`src/rtl/twi_pkg.sv`:
```
package twi_pkg;
  localparam int ADDR_W   = 8;
  localparam int DATA_W   = 8;
  localparam int LOW_W    = 4;
  localparam int HIGH_W   = ADDR_W - LOW_W;
  localparam int NREG     = 2;
  localparam int CNT_W    = $clog2(DATA_W + 1);

  localparam logic [HIGH_W-1:0] ADDR_HIGH = {HIGH_W{1'b1}};
  localparam logic [ADDR_W-1:0] PTR_RST   = {ADDR_W{1'b1}};
  localparam logic [ADDR_W-1:0] PTR_WRAP  = {ADDR_W{1'b1}} - 1'b1;

  // index 1: power/select register, index 0: disable register
  localparam logic [NREG-1:0][ADDR_W-1:0] REG_ADDR = {8'hFF, 8'hFE};
  localparam logic [NREG-1:0][DATA_W-1:0] REG_MASK = {8'h8F, 8'hF8};
  localparam logic [NREG-1:0][DATA_W-1:0] REG_RST  = {8'h0C, 8'h00};

  typedef enum logic [3:0] {
    ST_IDLE, ST_DEV, ST_DEV_ACK, ST_REG, ST_REG_ACK,
    ST_WDAT, ST_WDAT_ACK, ST_RDAT, ST_MACK
  } twi_state_t;

  function automatic logic [ADDR_W-1:0] ptr_next(input logic [ADDR_W-1:0] a);
    if (a[LOW_W-1:0] == {LOW_W{1'b1}}) return PTR_WRAP;
    return {ADDR_HIGH, a[LOW_W-1:0] + 1'b1};
  endfunction
endpackage

```
`src/rtl/twi_sync_edge.sv`:
```
module twi_sync_edge #(
  parameter int STAGES = 2
) (
  input  logic clk,
  input  logic rst_n,
  input  logic scl_in,
  input  logic sda_in,
  output logic scl_s,
  output logic sda_s,
  output logic scl_rise,
  output logic scl_fall,
  output logic start_evt,
  output logic stop_evt
);
  logic [STAGES-1:0] scl_chain, sda_chain;
  logic scl_d, sda_d;

  always_ff @(posedge clk or negedge rst_n) begin
    if (!rst_n) begin
      scl_chain <= '1;
      sda_chain <= '1;
      scl_d     <= 1'b1;
      sda_d     <= 1'b1;
    end else begin
      scl_chain <= {scl_chain[STAGES-2:0], scl_in};
      sda_chain <= {sda_chain[STAGES-2:0], sda_in};
      scl_d     <= scl_chain[STAGES-1];
      sda_d     <= sda_chain[STAGES-1];
    end
  end

  assign scl_s     = scl_chain[STAGES-1];
  assign sda_s     = sda_chain[STAGES-1];
  assign scl_rise  = scl_s & ~scl_d;
  assign scl_fall  = ~scl_s & scl_d;
  assign start_evt = scl_s & scl_d & sda_d & ~sda_s;
  assign stop_evt  = scl_s & scl_d & ~sda_d & sda_s;
endmodule

```
`src/rtl/twi_engine.sv`:
```
module twi_engine
  import twi_pkg::*;
#(
  parameter logic [6:0] DEV_ADDR = 7'b1010110
) (
  input  logic              clk,
  input  logic              rst_n,
  input  logic              scl_rise,
  input  logic              scl_fall,
  input  logic              start_evt,
  input  logic              stop_evt,
  input  logic              sda_s,
  input  logic [DATA_W-1:0] rd_data,
  output logic              sda_oe,
  output logic              addr_set,
  output logic              wr_req,
  output logic              rd_take,
  output logic [DATA_W-1:0] byte_out
);
  twi_state_t        state;
  logic [CNT_W-1:0]  cnt;
  logic [DATA_W-1:0] shreg, tx;
  logic              is_read, host_ack;

  always_ff @(posedge clk or negedge rst_n) begin
    if (!rst_n) begin
      state    <= ST_IDLE;
      cnt      <= '0;
      shreg    <= '0;
      tx       <= '0;
      is_read  <= 1'b0;
      host_ack <= 1'b0;
      addr_set <= 1'b0;
      wr_req   <= 1'b0;
      rd_take  <= 1'b0;
    end else begin
      addr_set <= 1'b0;
      wr_req   <= 1'b0;
      rd_take  <= 1'b0;
      if (start_evt) begin
        state <= ST_DEV;
        cnt   <= '0;
      end else if (stop_evt) begin
        state <= ST_IDLE;
      end else begin
        unique case (state)
          ST_DEV, ST_REG, ST_WDAT: begin
            if (scl_rise) begin
              shreg <= {shreg[DATA_W-2:0], sda_s};
              cnt   <= cnt + 1'b1;
            end else if (scl_fall && cnt == CNT_W'(DATA_W)) begin
              cnt <= '0;
              if (state == ST_DEV) begin
                if (shreg[DATA_W-1:1] == DEV_ADDR) begin
                  state   <= ST_DEV_ACK;
                  is_read <= shreg[0];
                end else begin
                  state <= ST_IDLE;
                end
              end else if (state == ST_REG) begin
                state    <= ST_REG_ACK;
                addr_set <= 1'b1;
              end else begin
                state <= ST_WDAT_ACK;
              end
            end
          end
          ST_DEV_ACK: begin
            if (scl_fall) begin
              if (is_read) begin
                rd_take <= 1'b1;
                tx      <= rd_data;
                state   <= ST_RDAT;
              end else begin
                state <= ST_REG;
              end
            end
          end
          ST_REG_ACK:  if (scl_fall) state <= ST_WDAT;
          ST_WDAT_ACK: begin
            if (scl_rise) wr_req <= 1'b1;
            if (scl_fall) state  <= ST_WDAT;
          end
          ST_RDAT: begin
            if (scl_fall) begin
              tx <= {tx[DATA_W-2:0], 1'b0};
              if (cnt == CNT_W'(DATA_W - 1)) begin
                cnt   <= '0;
                state <= ST_MACK;
              end else begin
                cnt <= cnt + 1'b1;
              end
            end
          end
          ST_MACK: begin
            if (scl_rise) host_ack <= ~sda_s;
            if (scl_fall) begin
              if (host_ack) begin
                rd_take <= 1'b1;
                tx      <= rd_data;
                state   <= ST_RDAT;
              end else begin
                state <= ST_IDLE;
              end
            end
          end
          default: ;
        endcase
      end
    end
  end

  assign byte_out = shreg;
  assign sda_oe   = (state == ST_DEV_ACK) || (state == ST_REG_ACK) ||
                    (state == ST_WDAT_ACK) || (state == ST_RDAT && !tx[DATA_W-1]);
endmodule

```
`src/rtl/twi_regbank.sv`:
```
module twi_regbank
  import twi_pkg::*;
(
  input  logic                        clk,
  input  logic                        rst_n,
  input  logic                        addr_set,
  input  logic                        wr_req,
  input  logic                        rd_take,
  input  logic [DATA_W-1:0]           byte_in,
  output logic [DATA_W-1:0]           rd_data,
  output logic [NREG-1:0][DATA_W-1:0] regs_q,
  output logic                        wr_stb,
  output logic [ADDR_W-1:0]           wr_addr,
  output logic [DATA_W-1:0]           wr_data
);
  logic [ADDR_W-1:0] ptr;

  always_ff @(posedge clk or negedge rst_n) begin
    if (!rst_n) begin
      ptr     <= PTR_RST;
      wr_stb  <= 1'b0;
      wr_addr <= '0;
      wr_data <= '0;
    end else begin
      wr_stb <= 1'b0;
      if (addr_set) begin
        ptr <= {ADDR_HIGH, byte_in[LOW_W-1:0]};
      end else if (wr_req) begin
        ptr     <= ptr_next(ptr);
        wr_stb  <= 1'b1;
        wr_addr <= ptr;
        wr_data <= byte_in;
      end else if (rd_take) begin
        ptr <= ptr_next(ptr);
      end
    end
  end

  for (genvar i = 0; i < NREG; i++) begin : g_reg
    always_ff @(posedge clk or negedge rst_n) begin
      if (!rst_n)                           regs_q[i] <= REG_RST[i];
      else if (wr_req && ptr == REG_ADDR[i]) regs_q[i] <= byte_in & REG_MASK[i];
    end
  end

  always_comb begin
    rd_data = '0;
    for (int i = 0; i < NREG; i++)
      if (ptr == REG_ADDR[i]) rd_data = rd_data | regs_q[i];
  end
endmodule

```
`src/rtl/twi_regfile_slave.sv`:
```
module twi_regfile_slave
  import twi_pkg::*;
#(
  parameter logic [6:0] DEV_ADDR    = 7'b1010110,
  parameter int         SYNC_STAGES = 2
) (
  input  logic        clk,
  input  logic        rst_n,
  input  logic        scl_in,
  input  logic        sda_in,
  output logic        sda_oe,
  output logic        pwr_down,
  output logic [1:0]  clk3_sel,
  output logic        clk2_sel,
  output logic        clk1_sel,
  output logic [4:0]  out_dis,
  output logic        wr_stb,
  output logic [7:0]  wr_addr,
  output logic [7:0]  wr_data
);
  logic scl_s, sda_s, scl_rise, scl_fall, start_evt, stop_evt;
  logic addr_set, wr_req, rd_take;
  logic [DATA_W-1:0] byte_bus, rd_data;
  logic [NREG-1:0][DATA_W-1:0] regs_q;

  twi_sync_edge #(.STAGES(SYNC_STAGES)) u_sync (
    .clk(clk), .rst_n(rst_n), .scl_in(scl_in), .sda_in(sda_in),
    .scl_s(scl_s), .sda_s(sda_s), .scl_rise(scl_rise), .scl_fall(scl_fall),
    .start_evt(start_evt), .stop_evt(stop_evt)
  );

  twi_engine #(.DEV_ADDR(DEV_ADDR)) u_eng (
    .clk(clk), .rst_n(rst_n), .scl_rise(scl_rise), .scl_fall(scl_fall),
    .start_evt(start_evt), .stop_evt(stop_evt), .sda_s(sda_s),
    .rd_data(rd_data), .sda_oe(sda_oe), .addr_set(addr_set),
    .wr_req(wr_req), .rd_take(rd_take), .byte_out(byte_bus)
  );

  twi_regbank u_bank (
    .clk(clk), .rst_n(rst_n), .addr_set(addr_set), .wr_req(wr_req),
    .rd_take(rd_take), .byte_in(byte_bus), .rd_data(rd_data),
    .regs_q(regs_q), .wr_stb(wr_stb), .wr_addr(wr_addr), .wr_data(wr_data)
  );

  assign pwr_down = regs_q[1][7];
  assign clk3_sel = regs_q[1][3:2];
  assign clk2_sel = regs_q[1][1];
  assign clk1_sel = regs_q[1][0];
  assign out_dis  = regs_q[0][7:3];
endmodule

```
`config.mk`:
```
export PLATFORM = sky130hd
export DESIGN_NAME = twi_regfile_slave
export DESIGN_NICKNAME = d
export VERILOG_FILES = /design/src/rtl/twi_pkg.sv /design/src/rtl/twi_sync_edge.sv /design/src/rtl/twi_engine.sv /design/src/rtl/twi_regbank.sv /design/src/rtl/twi_regfile_slave.sv
export SDC_FILE = /design/constraint.sdc
export NUM_CORES = 1
export LEC_CHECK = 0
export ABC_AREA = 1
export BUFFER_PORTS_ARGS = -buffer_cell sky130_fd_sc_hd__clkbuf_2
export CAP_MARGIN = 20
export CORE_MARGIN = 2
export CORE_UTILIZATION = 40
export CTS_BUF_LIST = sky130_fd_sc_hd__clkbuf_2
export DETAILED_ROUTE_END_ITERATION = 8
export SLEW_MARGIN = 20
export SYNTH_ARGS = -nofsm -noshare
export SYNTH_HDL_FRONTEND = slang
export SYNTH_SLANG_ARGS = --single-unit
export TNS_END_PERCENT = 50
```
`constraint.sdc`:
```
create_clock -name clk -period 1.4 [get_ports clk]
set_input_delay 0 -clock clk [delete_from_list [all_inputs] [get_ports clk]]
set_output_delay 0 -clock clk [all_outputs]
set_load 0.02 [all_outputs]
```
# ---- Word level (Yosys, flattened, before mapping)
# Cells that the tools add are included.
dict set report word_totals {
  regBits 70
  in_bits 4
  output_inout_bits 28
  elab_cells 149
}
dict set report op_classes {
  addsub 2
  n_eq_ne 29
  mux 62
  bitwise 16
  reduce_logical 21
}
# op count
set op_table {}
lappend op_table {{$mux W8} 13}
lappend op_table {{$mux W4} 16}
lappend op_table {{$mux W1} 25}
lappend op_table {{$ne A4 B3 Y1 const B} 6}
lappend op_table {{$pmux W8 S3} 1}
lappend op_table {{$eq A4 B3 Y1 const B} 5}
lappend op_table {{$pmux W4 S5} 1}
lappend op_table {{$eq A8 B8 Y1 const B} 2}
lappend op_table {{$reduce_and A8 Y1} 2}
lappend op_table {{$eq A4 B4 Y1 const B} 3}
lappend op_table {{$reduce_and A4 Y1} 3}
lappend op_table {{$ne A2 B1 Y1 const B} 5}
lappend op_table {{$reduce_bool A3 Y1} 3}
lappend op_table {{$add A4 B1 Y4 const B} 2}
lappend op_table {{$eq A4 B2 Y1 const B} 2}
lappend op_table {{$not A1 Y1} 8}
lappend op_table {{$or A8 B8 Y8} 1}
lappend op_table {{$pmux W4 S2} 1}
lappend op_table {{$and A1 B1 Y1} 7}
lappend op_table {{$eq A7 B7 Y1 const B} 1}
lappend op_table {{$reduce_and A7 Y1} 1}
lappend op_table {{$reduce_bool A7 Y1} 1}
lappend op_table {{$mux W3} 2}
lappend op_table {{$eq A4 B1 Y1 const B} 1}
lappend op_table {{12 further kinds} 18}

# ---- Longest topological paths before layout
dict set report depth {
  word_depth 9
  depth_mapped 12
}

# ---- By module
# Synthesis repeated with hierarchy kept, for this count alone.
dict set report hier_totals {
  cells_unflattened 401
  hier_area_um2 3343.2
}
# mod n_inst cells_per_inst area_each_um2 seq_area_each_um2
set by_module_without_submodules {}
lappend by_module_without_submodules {twi_engine 1 220 1724.2 725.7}
lappend by_module_without_submodules {twi_regbank 1 164 1420.1 708.2}
lappend by_module_without_submodules {twi_sync_edge 1 17 198.9 157.7}

# ---- Least setup slack after synthesis
# No wires, ideal clock.
dict set report synth_path {
  path_type {reg-to-reg}
  startpoint {register u_bank.ptr[1]}
  endpoint {register u_bank.regs_q[15] (netlist name)}
  setup_time_ns 0.129
  arrival_ns 1.324
  path_slack_ns -0.053
  stages_incl_launch_ff 7
  period_less_slack_ns 1.453
  cell_sequence {dfstp_2 > ha_1 > inv_1 > nor2_1 > nand2_1 > nand2_1 > o21ai_0}
}
dict set report synth_between {
  elab_chain_cells 2
}
# item line
set synth_lines {}
lappend synth_lines {{start: declaration} twi_regbank.sv:16} ;# logic [ADDR_W-1:0] ptr;
lappend synth_lines {{start signal: assignment} twi_regbank.sv:27} ;# ptr <= {ADDR_HIGH, byte_in[LOW_W-1:0]};
lappend synth_lines {{start signal: assignment} twi_regbank.sv:29} ;# ptr <= ptr_next(ptr);
lappend synth_lines {{start signal: assignment} twi_regbank.sv:34} ;# ptr <= ptr_next(ptr);
lappend synth_lines {{$eq A8 B8 Y1} twi_regbank.sv:42} ;# else if (wr_req && ptr == REG_ADDR[i]) regs_q[i] <= byte_in & REG_MASK[i];
lappend synth_lines {{$logic_and A1 B1 Y1} twi_regbank.sv:42}
lappend synth_lines {{end signal: indexed assignment} twi_regbank.sv:41} ;# if (!rst_n) regs_q[i] <= REG_RST[i];
lappend synth_lines {{end signal: indexed assignment} twi_regbank.sv:42}
lappend synth_lines {{end: declaration} twi_regbank.sv:11} ;# output logic [NREG-1:0][DATA_W-1:0] regs_q,
# Every way passes these cells.
# A chain may end at the register's enable or synchronous reset.

# ---- Worst setup path after layout
dict set report layout_path {
  startpoint {register u_eng.state[2]}
  endpoint {output sda_oe}
}
dict set report layout_between {
  elab_chain_cells 4
}
# item line
set layout_lines {}
lappend layout_lines {{start: declaration} twi_engine.sv:20} ;# twi_state_t state;
lappend layout_lines {{start signal: assignment} twi_engine.sv:27} ;# state <= ST_IDLE;
lappend layout_lines {{start signal: assignment} twi_engine.sv:41} ;# state <= ST_DEV;
lappend layout_lines {{start signal: assignment} twi_engine.sv:44} ;# state <= ST_IDLE;
lappend layout_lines {{$eq A4 B2 Y1 or $eq A4 B3 Y1 (tied branches)} twi_engine.sv:114} ;# assign sda_oe = (state == ST_DEV_ACK) || (state == ST_REG_ACK) ||
lappend layout_lines {{$logic_or A1 B1 Y1 (2 in a row)} twi_engine.sv:114}
lappend layout_lines {{$logic_or A1 B1 Y1 *} twi_engine.sv:115} ;# (state == ST_WDAT_ACK) || (state == ST_RDAT && !tx[DATA_W-1]);
lappend layout_lines {{end: declaration} twi_regfile_slave.sv:11} ;# output logic sda_oe,
# Mark *: on every way between the ends. The rest lies on a longest branch, timed or not.

==> results.md <==
- Largest net degree at the start of global routing: 64
- RSZ-0062 raised after global routing: true
- Layout Cells excl Fill: 543
- Headroom to the max-slew limit: 0.7735
- CTS Buf Count: 9
- GPL Wtd Cong: 0.8811
- Worst min path class: in2reg
- TritonCTS clock tree: yes
- Multi-input gate area: 0.001309 mm^2
- Fin worst setup slack: -267.5 ps
- Failing checks: negative setup slack
- Fmax: 599.7 MHz
- Final min period: 1667 ps
- H-tree depth: 3
- Most common cell after layout, fill and taps aside: nand2_1
- Endpoints failing setup: 26
- Sequential-to-total area share from yosys stat: 0.5413
- Root Driver: clkbuf_2
- Crit path DAT: 1670 ps
- DP HPWL: 4693 um
- Initial antenna violation count: 0
- Worst Tran Pin Value: 339.7 ps
- Clock Pin Slew Worst Setup and Hold Paths: 180 ps
- Post-DP Area: 0.003491 mm^2
- CP startpoint kind: register
- Pwr/cell area: 1667 mW/mm^2
- Max-slew violation count: 0
- Max incr delay on CP: 450 ps
- Final #Nets: 447
- Max VDD drop: 0.5583 mV
- First-pass detailed-route iteration total: 7
- Leak: 1.993 nW
- Global routing usage on met2: 0.2790
- Grt peak-use layer: met2
- Pre-CTS setup slack: -237.3 ps
- CORE AREA: 0.007176 mm^2
- Run status: finished with violations
- Syn nets: 351
- Synthesized area: 0.002940 mm^2
- Max FO, Critical Path: 3
- Crit path buf inv count: 3
- Chip height: 89.74 um
- Total grt overflow: 0
- Share of layout cells above drive strength 1: 0.3986
- Final Hold Vio Count: 0
- Synth Instances: 343
- Routed Wire Length: 7091 um
- Critical Path RT: 1400 ps
- Die ar.: 0.008052 mm^2
- N_diodes: 0
- FF/Latch Area: 0.001595 mm^2
- Final instance area: 0.004070 mm^2
- First-pass GRT wire length: 11650 um
- Clock sink total: 63
- Crit-path leading delay family: buffers and inverters
- GR Util met1: 0.2396
- Initial drt markers: 155
- Crit Path Category: reg2out
- Worst clock skew: 19.76 ps
- Critical path, cell by cell: buf_6 -> o211ai_1 -> buf_4 -> o21ai_2 -> clkbuf_8
- # IOs: 32
- Site Rows: 31
- Clock latency on the worst-skew pair: 510 ps
- Starting density of the core: 0.4098
- Clk buf depth: 2
- Avg Inst Size Synth: 8.572 um^2
- Final period utilization: 1.191
- Worst path slowest cell: dfrtp_1
- Yosys warning total: 0
- Drt drc: 0
- DP Cell Count: 502
- Post-route ant nets: 0
- GR Util met3: 0.04946
- Die W: 89.74 um
- WHS: 104.9 ps
- DR vias: 2646
- Synth cell types: 32
- Via density: 4.873
- Number of port buffers: 31
- Vias in the first global route: 2440
- DR WL/cell: 13.06 um
- Max-cap violations: 0
- Filler cell count: 643
- Synth-to-Final Area Change: 38.43%
- Worst Setup End Kind: output pin
- Commonest cells after routing, fill and taps aside: 64 x nand2_1, 48 x dfrtp_1, 46 x buf_4, 40 x clkbuf_2, 37 x inv_1
- Flops & latches, synth: 63
- Design Power: 6.785 mW
- GRT Util Overall: 0.1807
[stage by stage]
step | setup TNS, ps | util
finish | -2954 | 0.5672
global route | -5176 | 0.5672
CTS | -2310 | 0.5473
detailed placement | -2563 | 0.4865
global placement | -1577 | 0.4865
floorplan | -28.75 | -
[cell families (layout without fill, tap and decap cells)]
kind of cell | after synthesis | after routing | synth area share
compound gates | 68 | 68 | 0.1281
simple gates | 151 | 151 | 0.2255
xor+xnor | 4 | 4 | 0.01192
buf+inv | 53 | 154 | 0.07617
flops | 63 | 63 | 0.5413
fa+ha+maj | 4 | 4 | 0.01702
[worst paths after layout]
check / slack [ps] / to / startpoint / depth (start not counted)
setup / recovery: -270 / sda_oe / u_eng.state[2] / 5
hold / removal: 100 / u_sync.sda_chain[0] / sda_in / 2
setup reg to reg: -190 / u_eng.tx[7] / u_eng.state[2] / 10
hold reg to reg: 370 / u_sync.sda_chain[1] / u_sync.sda_chain[0] / 0
max in group asynchronous: 480 / u_bank.regs_q[10] / rst_n / 4
min in group asynchronous: 580 / u_bank.wr_addr[6] / rst_n / 4
[worst register-to-register path, stage by stage (launching register included)]
cell     delay (ps)
dfrtp_1         450
buf_6           140
buf_6           110
nor2_4          110
nand2_2          90
nand2_2          80
inv_2            50
a21oi_4         200
buf_12          160
nor2_1           40
a21oi_1         120
[routing by layer]
| layer | up-vias | wire length, um |
|---|---|---|
| met5 | - | 0 |
| met4 | 0 | 153 |
| met3 | 14 | 304 |
| met2 | 60 | 3328 |
| met1 | 1268 | 3304 |
| li1 | 1304 | - |
[synthesized netlist by cell type]
cell       n  area, um^2
nor3_1     4       20.02
nand2_2    3       18.77
nand2_4    1       11.26
ha_1       4       50.05
or2_2      1       6.260
o21ai_0   45       225.2
o21ai_1    1       5.000
buf_4      4       30.03
buf_2      2       10.01
nand3_2    1       10.01
a22oi_1    2       15.01
o221ai_1   1       8.760
nor2_4     3       33.78
dfrtp_1   51        1276
xnor2_1    1       8.760
o21ai_2    3       26.28
nand2_1   76       285.3
nand4_1    4       25.02
nand3_1   23       115.1
o22ai_1    2       12.51
dfstp_2   12       315.3
buf_6      1       11.26
nand3b_1   1       7.510
a21oi_1   12       60.06
clkbuf_1   2       7.510
nor2_1    33       123.9
inv_1     41       153.9
a21oi_4    1       16.27
o211ai_1   1       7.510
nor4_1     1       6.260
inv_2      3       11.26
xor2_1     3       26.28
[final cells by class]
cell class                 count  area share
clock buffer                  10     0.01230
clock inverter                 6     0.02090
sequential                    63      0.3919
tap                           99     0.03043
multi-input combinational    227      0.3216
timing repair buffer          94      0.1817
inverter                      44     0.04119
[sequential cells by signal, indices dropped and copies added (netlist names)]
| name | cells |
|---|---|
| u_bank.ptr | 4 |
| u_bank.regs_q | 10 |
| u_bank.wr_addr | 5 |
| u_bank.wr_data | 8 |
| u_bank.wr_stb | 1 |
| u_eng.addr_set | 1 |
| u_eng.byte_out | 8 |
| u_eng.cnt | 4 |
| u_eng.host_ack | 1 |
| u_eng.is_read | 1 |
| u_eng.rd_take | 1 |
| u_eng.state | 4 |
| u_eng.tx | 8 |
| u_eng.wr_req | 1 |
| u_sync.scl_chain | 2 |
| u_sync.scl_d | 1 |
| u_sync.sda_chain | 2 |
| u_sync.sda_d | 1 |
[repair_timing]
action / in CTS / in global routing
hold buffers: 4 / 0
buffers inserted: 13 / 9
hold endpoints to repair: 65 / 0
endpoints found under the setup margin: 28 / 35
gates cloned: 1 / 0
gates resized for setup: 45 / 32
pin swaps: 15 / 16
[power by group]
| group | total (mW) | switching [mW] | internal (mW) | leakage [nW] |
|---|---|---|---|---|
| logic | 3.00 | 1.61 | 1.39 | 1.10 |
| clock network | 1.29 | 0.697 | 0.591 | 0.0779 |
| registers | 2.50 | 0.303 | 2.20 | 0.811 |
(Power assumes the default switching activity.)
